$ cat config.mk
export PLATFORM = sky130hd
export DESIGN_NAME = romid_crc8
export DESIGN_NICKNAME = d
export VERILOG_FILES = /design/src/rtl/romid_pkg.sv /design/src/rtl/crc8_serial.sv /design/src/rtl/bit_phase.sv /design/src/rtl/id_capture.sv /design/src/rtl/romid_crc8.sv
export SDC_FILE = /design/constraint.sdc
export NUM_CORES = 1
export LEC_CHECK = 0
export BUFFER_PORTS_ARGS = -buffer_cell sky130_fd_sc_hd__buf_2
export CAP_MARGIN = 20
export CORE_ASPECT_RATIO = 1.25
export CORE_UTILIZATION = 56
export DETAILED_ROUTE_END_ITERATION = 8
export GPL_TIMING_DRIVEN = 0
export PLACE_DENSITY = 0.81
export SETUP_SLACK_MARGIN = 0.05
export SLEW_MARGIN = 0
export SYNTH_ARGS = -nofsm -noshare
export SYNTH_HDL_FRONTEND = slang
export SYNTH_SLANG_ARGS = --single-unit
$ cat constraint.sdc
create_clock -name clk -period 2.5 [get_ports clk]
set_input_delay 0.125 -clock clk [delete_from_list [all_inputs] [get_ports clk]]
set_output_delay 0.125 -clock clk [all_outputs]
set_load 0.01 [all_outputs]
$ cat src/rtl/romid_pkg.sv
// Shared definitions for the registration-number CRC engine.
// Assumes the field widths of a 64-bit device ID: 8 + 48 + 8.
package romid_pkg;
    localparam int FAM_W_D = 8;
    localparam int SER_W_D = 48;
    localparam int CRC_W_D = 8;
    localparam logic [7:0] POLY_REFL_D = 8'h8C;

    typedef enum logic {
        MODE_CHECK = 1'b0,
        MODE_GEN   = 1'b1
    } crc_mode_e;
endpackage

$ cat src/rtl/crc8_serial.sv
// Bit-serial reflected CRC register.
// Assumes bits arrive LSB first; accept is already qualified by the caller.
module crc8_serial #(
    parameter int          CRC_W = 8,
    parameter logic [CRC_W-1:0] POLY  = 8'h8C
) (
    input  logic             clk,
    input  logic             rst_n,
    input  logic             clear,
    input  logic             accept,
    input  logic             bit_in,
    output logic [CRC_W-1:0] crc_q
);
    logic             fb;
    logic [CRC_W-1:0] crc_next;

    // Next register value for one shifted-in bit.
    always_comb begin
        fb       = bit_in ^ crc_q[0];
        crc_next = {1'b0, crc_q[CRC_W-1:1]} ^ ({CRC_W{fb}} & POLY);
    end

    // Register update: reset/clear to zero, else shift on accept.
    always_ff @(posedge clk) begin
        if (!rst_n || clear) begin
            crc_q <= '0;
        end else if (accept) begin
            crc_q <= crc_next;
        end
    end
endmodule

$ cat src/rtl/bit_phase.sv
// Bit counter and run-mode latch.
// Assumes the run limit is 56 bits in generate mode and 64 in check mode.
module bit_phase #(
    parameter int DATA_BITS = 56,
    parameter int TOTAL     = 64,
    localparam int CNT_W    = $clog2(TOTAL + 1)
) (
    input  logic             clk,
    input  logic             rst_n,
    input  logic             clear,
    input  logic             mode_gen,
    input  logic             bit_valid,
    output logic             accept,
    output logic [CNT_W-1:0] cnt_q,
    output logic             gen_q,
    output logic             ready,
    output logic             full
);
    localparam logic [CNT_W-1:0] DATA_LIM  = CNT_W'(DATA_BITS);
    localparam logic [CNT_W-1:0] TOTAL_LIM = CNT_W'(TOTAL);

    // Run limit and bit acceptance.
    always_comb begin
        full   = gen_q ? (cnt_q == DATA_LIM) : (cnt_q == TOTAL_LIM);
        ready  = (cnt_q >= DATA_LIM);
        accept = bit_valid && !full && !clear;
    end

    // Count accepted bits; restart on clear.
    always_ff @(posedge clk) begin
        if (!rst_n || clear) begin
            cnt_q <= '0;
        end else if (accept) begin
            cnt_q <= cnt_q + 1'b1;
        end
    end

    // Latch the run mode at reset (check) or clear.
    always_ff @(posedge clk) begin
        if (!rst_n) begin
            gen_q <= romid_pkg::MODE_CHECK;
        end else if (clear) begin
            gen_q <= mode_gen;
        end
    end
endmodule

$ cat src/rtl/id_capture.sv
// Assembles the serial bits into the registration-number word.
// Assumes idx is below TOTAL whenever accept is high.
module id_capture #(
    parameter int TOTAL = 64,
    localparam int IDX_W = $clog2(TOTAL)
) (
    input  logic             clk,
    input  logic             rst_n,
    input  logic             clear,
    input  logic             accept,
    input  logic [IDX_W-1:0] idx,
    input  logic             bit_in,
    output logic [TOTAL-1:0] cap_q
);
    // Store each accepted bit at its arrival position.
    always_ff @(posedge clk) begin
        if (!rst_n || clear) begin
            cap_q <= '0;
        end else if (accept) begin
            cap_q[idx] <= bit_in;
        end
    end
endmodule

$ cat src/rtl/romid_crc8.sv
// Top: serial CRC-8 checker/generator for a 64-bit registration number.
// Assumes LSB-first input starting with the family code; mode is sampled at clear.
module romid_crc8 #(
    parameter int FAM_W = romid_pkg::FAM_W_D,
    parameter int SER_W = romid_pkg::SER_W_D,
    parameter int CRC_W = romid_pkg::CRC_W_D,
    parameter logic [CRC_W-1:0] POLY = romid_pkg::POLY_REFL_D,
    localparam int DATA_BITS = FAM_W + SER_W,
    localparam int TOTAL     = DATA_BITS + CRC_W
) (
    input  logic             clk,
    input  logic             rst_n,
    input  logic             clear,
    input  logic             mode_gen,
    input  logic             bit_valid,
    input  logic             bit_in,
    output logic [CRC_W-1:0] crc_value,
    output logic             crc_ready,
    output logic             done,
    output logic             pass,
    output logic [TOTAL-1:0] id_word
);
    localparam int CNT_W = $clog2(TOTAL + 1);
    localparam int IDX_W = $clog2(TOTAL);

    logic             accept;
    logic [CNT_W-1:0] cnt_q;
    logic             gen_q;
    logic             full;
    logic [TOTAL-1:0] cap_q;

    bit_phase #(.DATA_BITS(DATA_BITS), .TOTAL(TOTAL)) u_phase (
        .clk(clk), .rst_n(rst_n), .clear(clear), .mode_gen(mode_gen),
        .bit_valid(bit_valid), .accept(accept), .cnt_q(cnt_q),
        .gen_q(gen_q), .ready(crc_ready), .full(full)
    );

    crc8_serial #(.CRC_W(CRC_W), .POLY(POLY)) u_crc (
        .clk(clk), .rst_n(rst_n), .clear(clear), .accept(accept),
        .bit_in(bit_in), .crc_q(crc_value)
    );

    id_capture #(.TOTAL(TOTAL)) u_cap (
        .clk(clk), .rst_n(rst_n), .clear(clear), .accept(accept),
        .idx(cnt_q[IDX_W-1:0]), .bit_in(bit_in), .cap_q(cap_q)
    );

    // Output word and completion flags.
    always_comb begin
        done    = full;
        pass    = full && !gen_q && (crc_value == '0);
        id_word = gen_q ? {crc_value, cap_q[DATA_BITS-1:0]} : cap_q;
    end
endmodule

== Word-level counts from Yosys, hierarchy flattened ==
Index checks and enable logic that the tools add are counted.

* Add/subtract/negate cells: 1
* Multipliers: 0
* Divide/modulo/power cells: 0
* Order comparisons: 3
* Eq/ne operators: 2
* Shifts and indexed selects: 0
* Muxes and demuxes: 5
* Bitwise operators: 2
* Reductions and logical operators: 11

{| class="wikitable"
|+ Operators by type and width
! operator !! count
|-
| bitwise mux 64 bit || 1
|-
| 2-to-1 mux 64 bit || 1
|-
| logical NOT 8 bit || 1
|-
| XOR 7 x 8 -> 8 bit || 1
|-
| adder 7 x 1 -> 7 bit (second input constant) || 1
|-
| equality test 7 x 6 -> 1 bit (second input constant) || 1
|-
| equality test 7 bit (second input constant) || 1
|-
| greater-or-equal comparator 7 x 6 -> 1 bit (second input constant) || 1
|-
| < comparator 6 x 7 -> 1 bit (second input constant) || 1
|-
| demux 1 bit (select 6 bit) || 1
|-
| greater-or-equal comparator 6 x 1 -> 1 bit (second input constant) || 1
|-
| logical AND 1 bit || 5
|-
| logical NOT 1 bit || 4
|-
| 2-to-1 mux 1 bit || 2
|-
| logical OR 1 bit || 1
|-
| XOR 1 bit || 1
|}

* Register bits after elaboration: 80
* Latch bits: 0
* RAM bits: 0
* ROM bits: 0
* Bits of input ports: 6
* Output and inout bits: 75
* Word-level logic and storage cells: 28
* Memories: 0

== Longest topological paths before layout ==
* Depth in word-level cells: 5
* Mapped depth: 9
* Depth with buffers taken out: 5

== Cells and area by module ==
From an unflattened synthesis, not the netlist that was laid out.

* Cells, all modules: 402
* Area total of the unflattened synthesis: 3739.8 um^2

{| class="wikitable"
|+ By module, submodules not included
! module !! instances !! cells each !! area an instance (um^2)
|-
| id_capture || 1 || 301 || 2773.9
|-
| bit_phase || 1 || 51 || 449.2
|-
| crc8_serial || 1 || 38 || 381.6
|-
| romid_crc8 || 1 || 12 || 135.1
|}

== Least setup slack after synthesis ==
Ideal clock, no wire load.

* Path type: register to register
* Start: register u_phase.cnt_q[1]
* End: register u_phase.cnt_q[5]
* Library setup time: 0.115 ns
* Arrival time: 1.688 ns
* Data required time: 2.385 ns
* Setup slack: 0.697 ns
* Stages on the path, launching flop included: 9
* Path buffers: 3
* Clock period less this slack: 1.803 ns
* Cell sequence: dfxtp_1 > clkbuf_1 > inv_1 > buf_2 > ha_1 > nand4bb_1 > buf_2 > nand4_1 > and3_1

* Word-level cells in the longest chain between the ends: 5
* Elaborated cells on any way between the ends: 7

{| class="wikitable"
|+ Ends and longest elaborated chain
! item !! RTL line !! source
|-
| start, declared || bit_phase.sv:14 || <nowiki>output logic [CNT_W-1:0] cnt_q,</nowiki>
|-
| start signal, assigned || bit_phase.sv:34 || <nowiki>cnt_q <= cnt_q + 1'b1;</nowiki>
|-
| parallel branches: the longest is 5 deep, another holds adder 7 x 1 -> 7 bit || n/a ||
|}

Several ways; the timed one is not identified.
A chain may end at the register's enable or synchronous reset.

== Worst setup path after layout ==
* Start: register u_phase.cnt_q[1]
* End: output done

* Word-level cells in the longest chain between the ends: 2
* Elaborated cells on any way between the ends: 3

{| class="wikitable"
|+ Ends and longest elaborated chain
! item !! RTL line !! source
|-
| equality test 7 bit / equality test 7 x 6 -> 1 bit (equally long branches) || bit_phase.sv:24 || <nowiki>full = gen_q ? (cnt_q == DATA_LIM) : (cnt_q == TOTAL_LIM);</nowiki>
|-
| 2-to-1 mux 1 bit (*) || bit_phase.sv:24 ||
|-
| end, declared || romid_crc8.sv:19 || <nowiki>output logic done,</nowiki>
|}

Every way passes the cells marked *; elsewhere a longest branch is shown, timed or not.

==> metrics.txt <==
status=finished, final reports clean; Sw Ratio=23.62%; DP Worst Slack=0.3090 ns; Clock Skew=0.01165 ns; Clock Latency Late Sink=0.35 ns; Final WS setup=0.2554 ns; most frequent cells in the layout=104 x buf_2, 82 x nand2_1, 80 x dfxtp_1, 76 x mux2i_1, 68 x buf_4; Fillers=643; CP Data Arrival Time=2.12 ns; CP required=2.38 ns; most common cell after layout, fill and taps aside=buf_2; Syn Area/Cell=9.170 um2; IO Port Bufs=79; multiplexer share of the synthesized area=20.08%; CTS max path bufs=2; GP Congestion=0.8001; max_cap viols=0; sw power=0.5504 mW; postcts setup bufs=0; Final nets=560; first-pass GRT wire length=15,640 um; CTS tree=done; post-CTS sizing=1; clk sinks=80; drt first pass iters=4; Final Power=2.330 mW; Hold Path Stages=2; Compound-Gate Fraction of Synth Area=1.713%; Post-Synth XOR/XNOR Area=1.329%; Finished Core Util=67.14%; initial core utilization=57.59%; Final Instance Area=0.004940 mm2; measured slew at the worst slew-check pin=0.5543 ns; CTS Buf Count=9; Placed Area=0.004747 mm2; DR iter-0 viols=168; vias=3,467; Remaining Overflow, GRT=0; Final Hold Fails=0; net count of the mapped netlist=470; Fin Setup TNS=0 ns; chip width=79.80 um; critical path type=reg2out; DRC=0; largest family of logic cells by synthesized area=simple AND/OR/NAND/NOR gates; worst-path maximum fanout=10; critical path startpoint category=flop; fmax=445.5 MHz; RSZ-0062 raised after global routing=no; Mapped Cells=462; I/O pin count=81; Post-Route WL=9564 um; number of global-route vias before repair=3,250; hold_buf cts=0; core region area=0.007357 mm2; WL/cell=14.74 um; period utilization=89.79%; H-tree depth=3; R2R depth=9; P_int=1.779 mW; power share of the combinational group=4.8%; CTS root buf=clkbuf_8; register area share after synthesis=37.80%; Die Y=99.25 um; Finished Layout Cells=649; pwr/cell area=471.6 mW/mm2; share of layout cells above drive strength 1=37.34%; Max VDD drop=0.3660 mV; Max-slew headroom=62.89%; leakage=2.692 nW; antenna violation net count after detailed routing=0; pin count of the biggest net entering global routing=14; Synth Area in Adders=0.5907%; Final Max Slew Viols=0; Via density=5.342; Synth cell types=37; Worst Hold Margin=0.02065 ns; sequential share of power=54.9%; clk slew on worst S/H paths=0.09 ns; diode count=0; DIE AREA=0.007919 mm2; min cycle time layout=2.245 ns; Min-Delay Path Class=in2reg; row count=35; initial antenna violation count=0; Synth Area in Simple Gates=21.59%; Yosys warnings=0; Critical Path Sink Type=output port; synthesis-stage register bit count=80; HPWL after detailed placement=6961 um; final setup fails=0; placed insts=633; gr usage total=25.43%; clock network fraction of design power=40.2%; Syn-to-layout area delta=16.60%; cell area after synthesis=0.004237 mm2
cells in the mapped netlist (all sizes together):
master   number  area (um2)
mux2i        76       760.7
or3           3       18.77
mux2          8       90.09
a21o          1       7.510
nand4b        1       8.760
nor4          2       12.51
a21oi         3       15.01
clkbuf        5       18.77
nand3        54       270.3
o22ai         1       6.260
xor3          2       47.55
nand2b        3       18.77
nor3          2       15.01
inv           3       11.26
nand4bb       2       22.52
dfxtp        80        1602
nor4b         1       23.77
nor2b         1       6.260
ha            2       25.02
and2b         2       15.01
nand4        12       75.07
and3b         4       35.03
and3          2       12.51
a41o          1       10.01
and4b         1       10.01
nor3b         3       37.54
buf          98       685.7
xor2          1       8.760
o21ai         2       10.01
nand2        82       307.8
and4bb        2       25.02
o221ai        2       23.77
cells by family after synthesis:
| group | count (synthesis) |
|---|---|
| DFF | 80 |
| xor gates and xnor gates | 3 |
| adders and majority gates | 2 |
| and+or+nand+nor | 177 |
| muxes | 84 |
| AOI/OAI and AO/OA | 10 |
| buffers and inverters | 106 |
flip-flops by register name, summed over array words and instances, names as in the netlist:
name           cells
u_crc.crc_q        8
u_phase.gen_q      1
u_phase.cnt_q      7
u_cap.cap_q       64
area by class of cell:
cell class,count,area [um2],share of cell area [%]
flip-flops and latches,80,1602,32.42
repair buffers,79,395.4,8.004
well taps,92,115.1,2.330
plain buffers,103,708.2,14.34
multi-input cells,276,1919,38.86
clock buffers,11,131.4,2.660
clock inverters,5,57.56,1.165
inverters,3,11.26,0.2280
power by group through the flow:
stage	Combinational (mW)	Clock (mW)	Sequential (mW)
2_1_floorplan	0.0811	0	1.31
3_3_place_gp	0.109	0	1.31
3_5_place_dp	0.112	0	1.31
4_1_cts	0.112	0.940	1.28
5_1_grt	0.122	0.988	1.28
6_report	0.112	0.938	1.28
path summary, 6_finish.rpt:
kind | to | slack, ns | start
setup / recovery | done | 0.26 | u_phase.cnt_q[1]
hold / removal | u_phase.gen_q | 0.02 | rst_n
setup reg to reg | u_crc.crc_q[1] | 0.45 | u_phase.cnt_q[1]
hold reg to reg | u_cap.cap_q[40] | 0.46 | u_cap.cap_q[40]
layer usage:
| layer | track usage (%) | wire length (um) | part of all wire, % |
|---|---|---|---|
| met3 | 4.404 | 408 | 4.3 |
| met2 | 45.36 | 5074 | 53 |
| met5 | 0 | 0 | 0 |
| met1 | 30.32 | 3937 | 41 |
| met4 | 8.791 | 142 | 1.5 |
critical path, stage by stage (launching register included):
cell,delay [ns]
dfxtp_1,0.32
clkbuf_2,0.20
inv_2,0.14
clkbuf_4,0.22
ha_1,0.20
nand4bb_1,0.14
buf_2,0.21
o22ai_1,0.17
buf_2,0.17
Note: power is estimated with default switching activity, not from simulation.
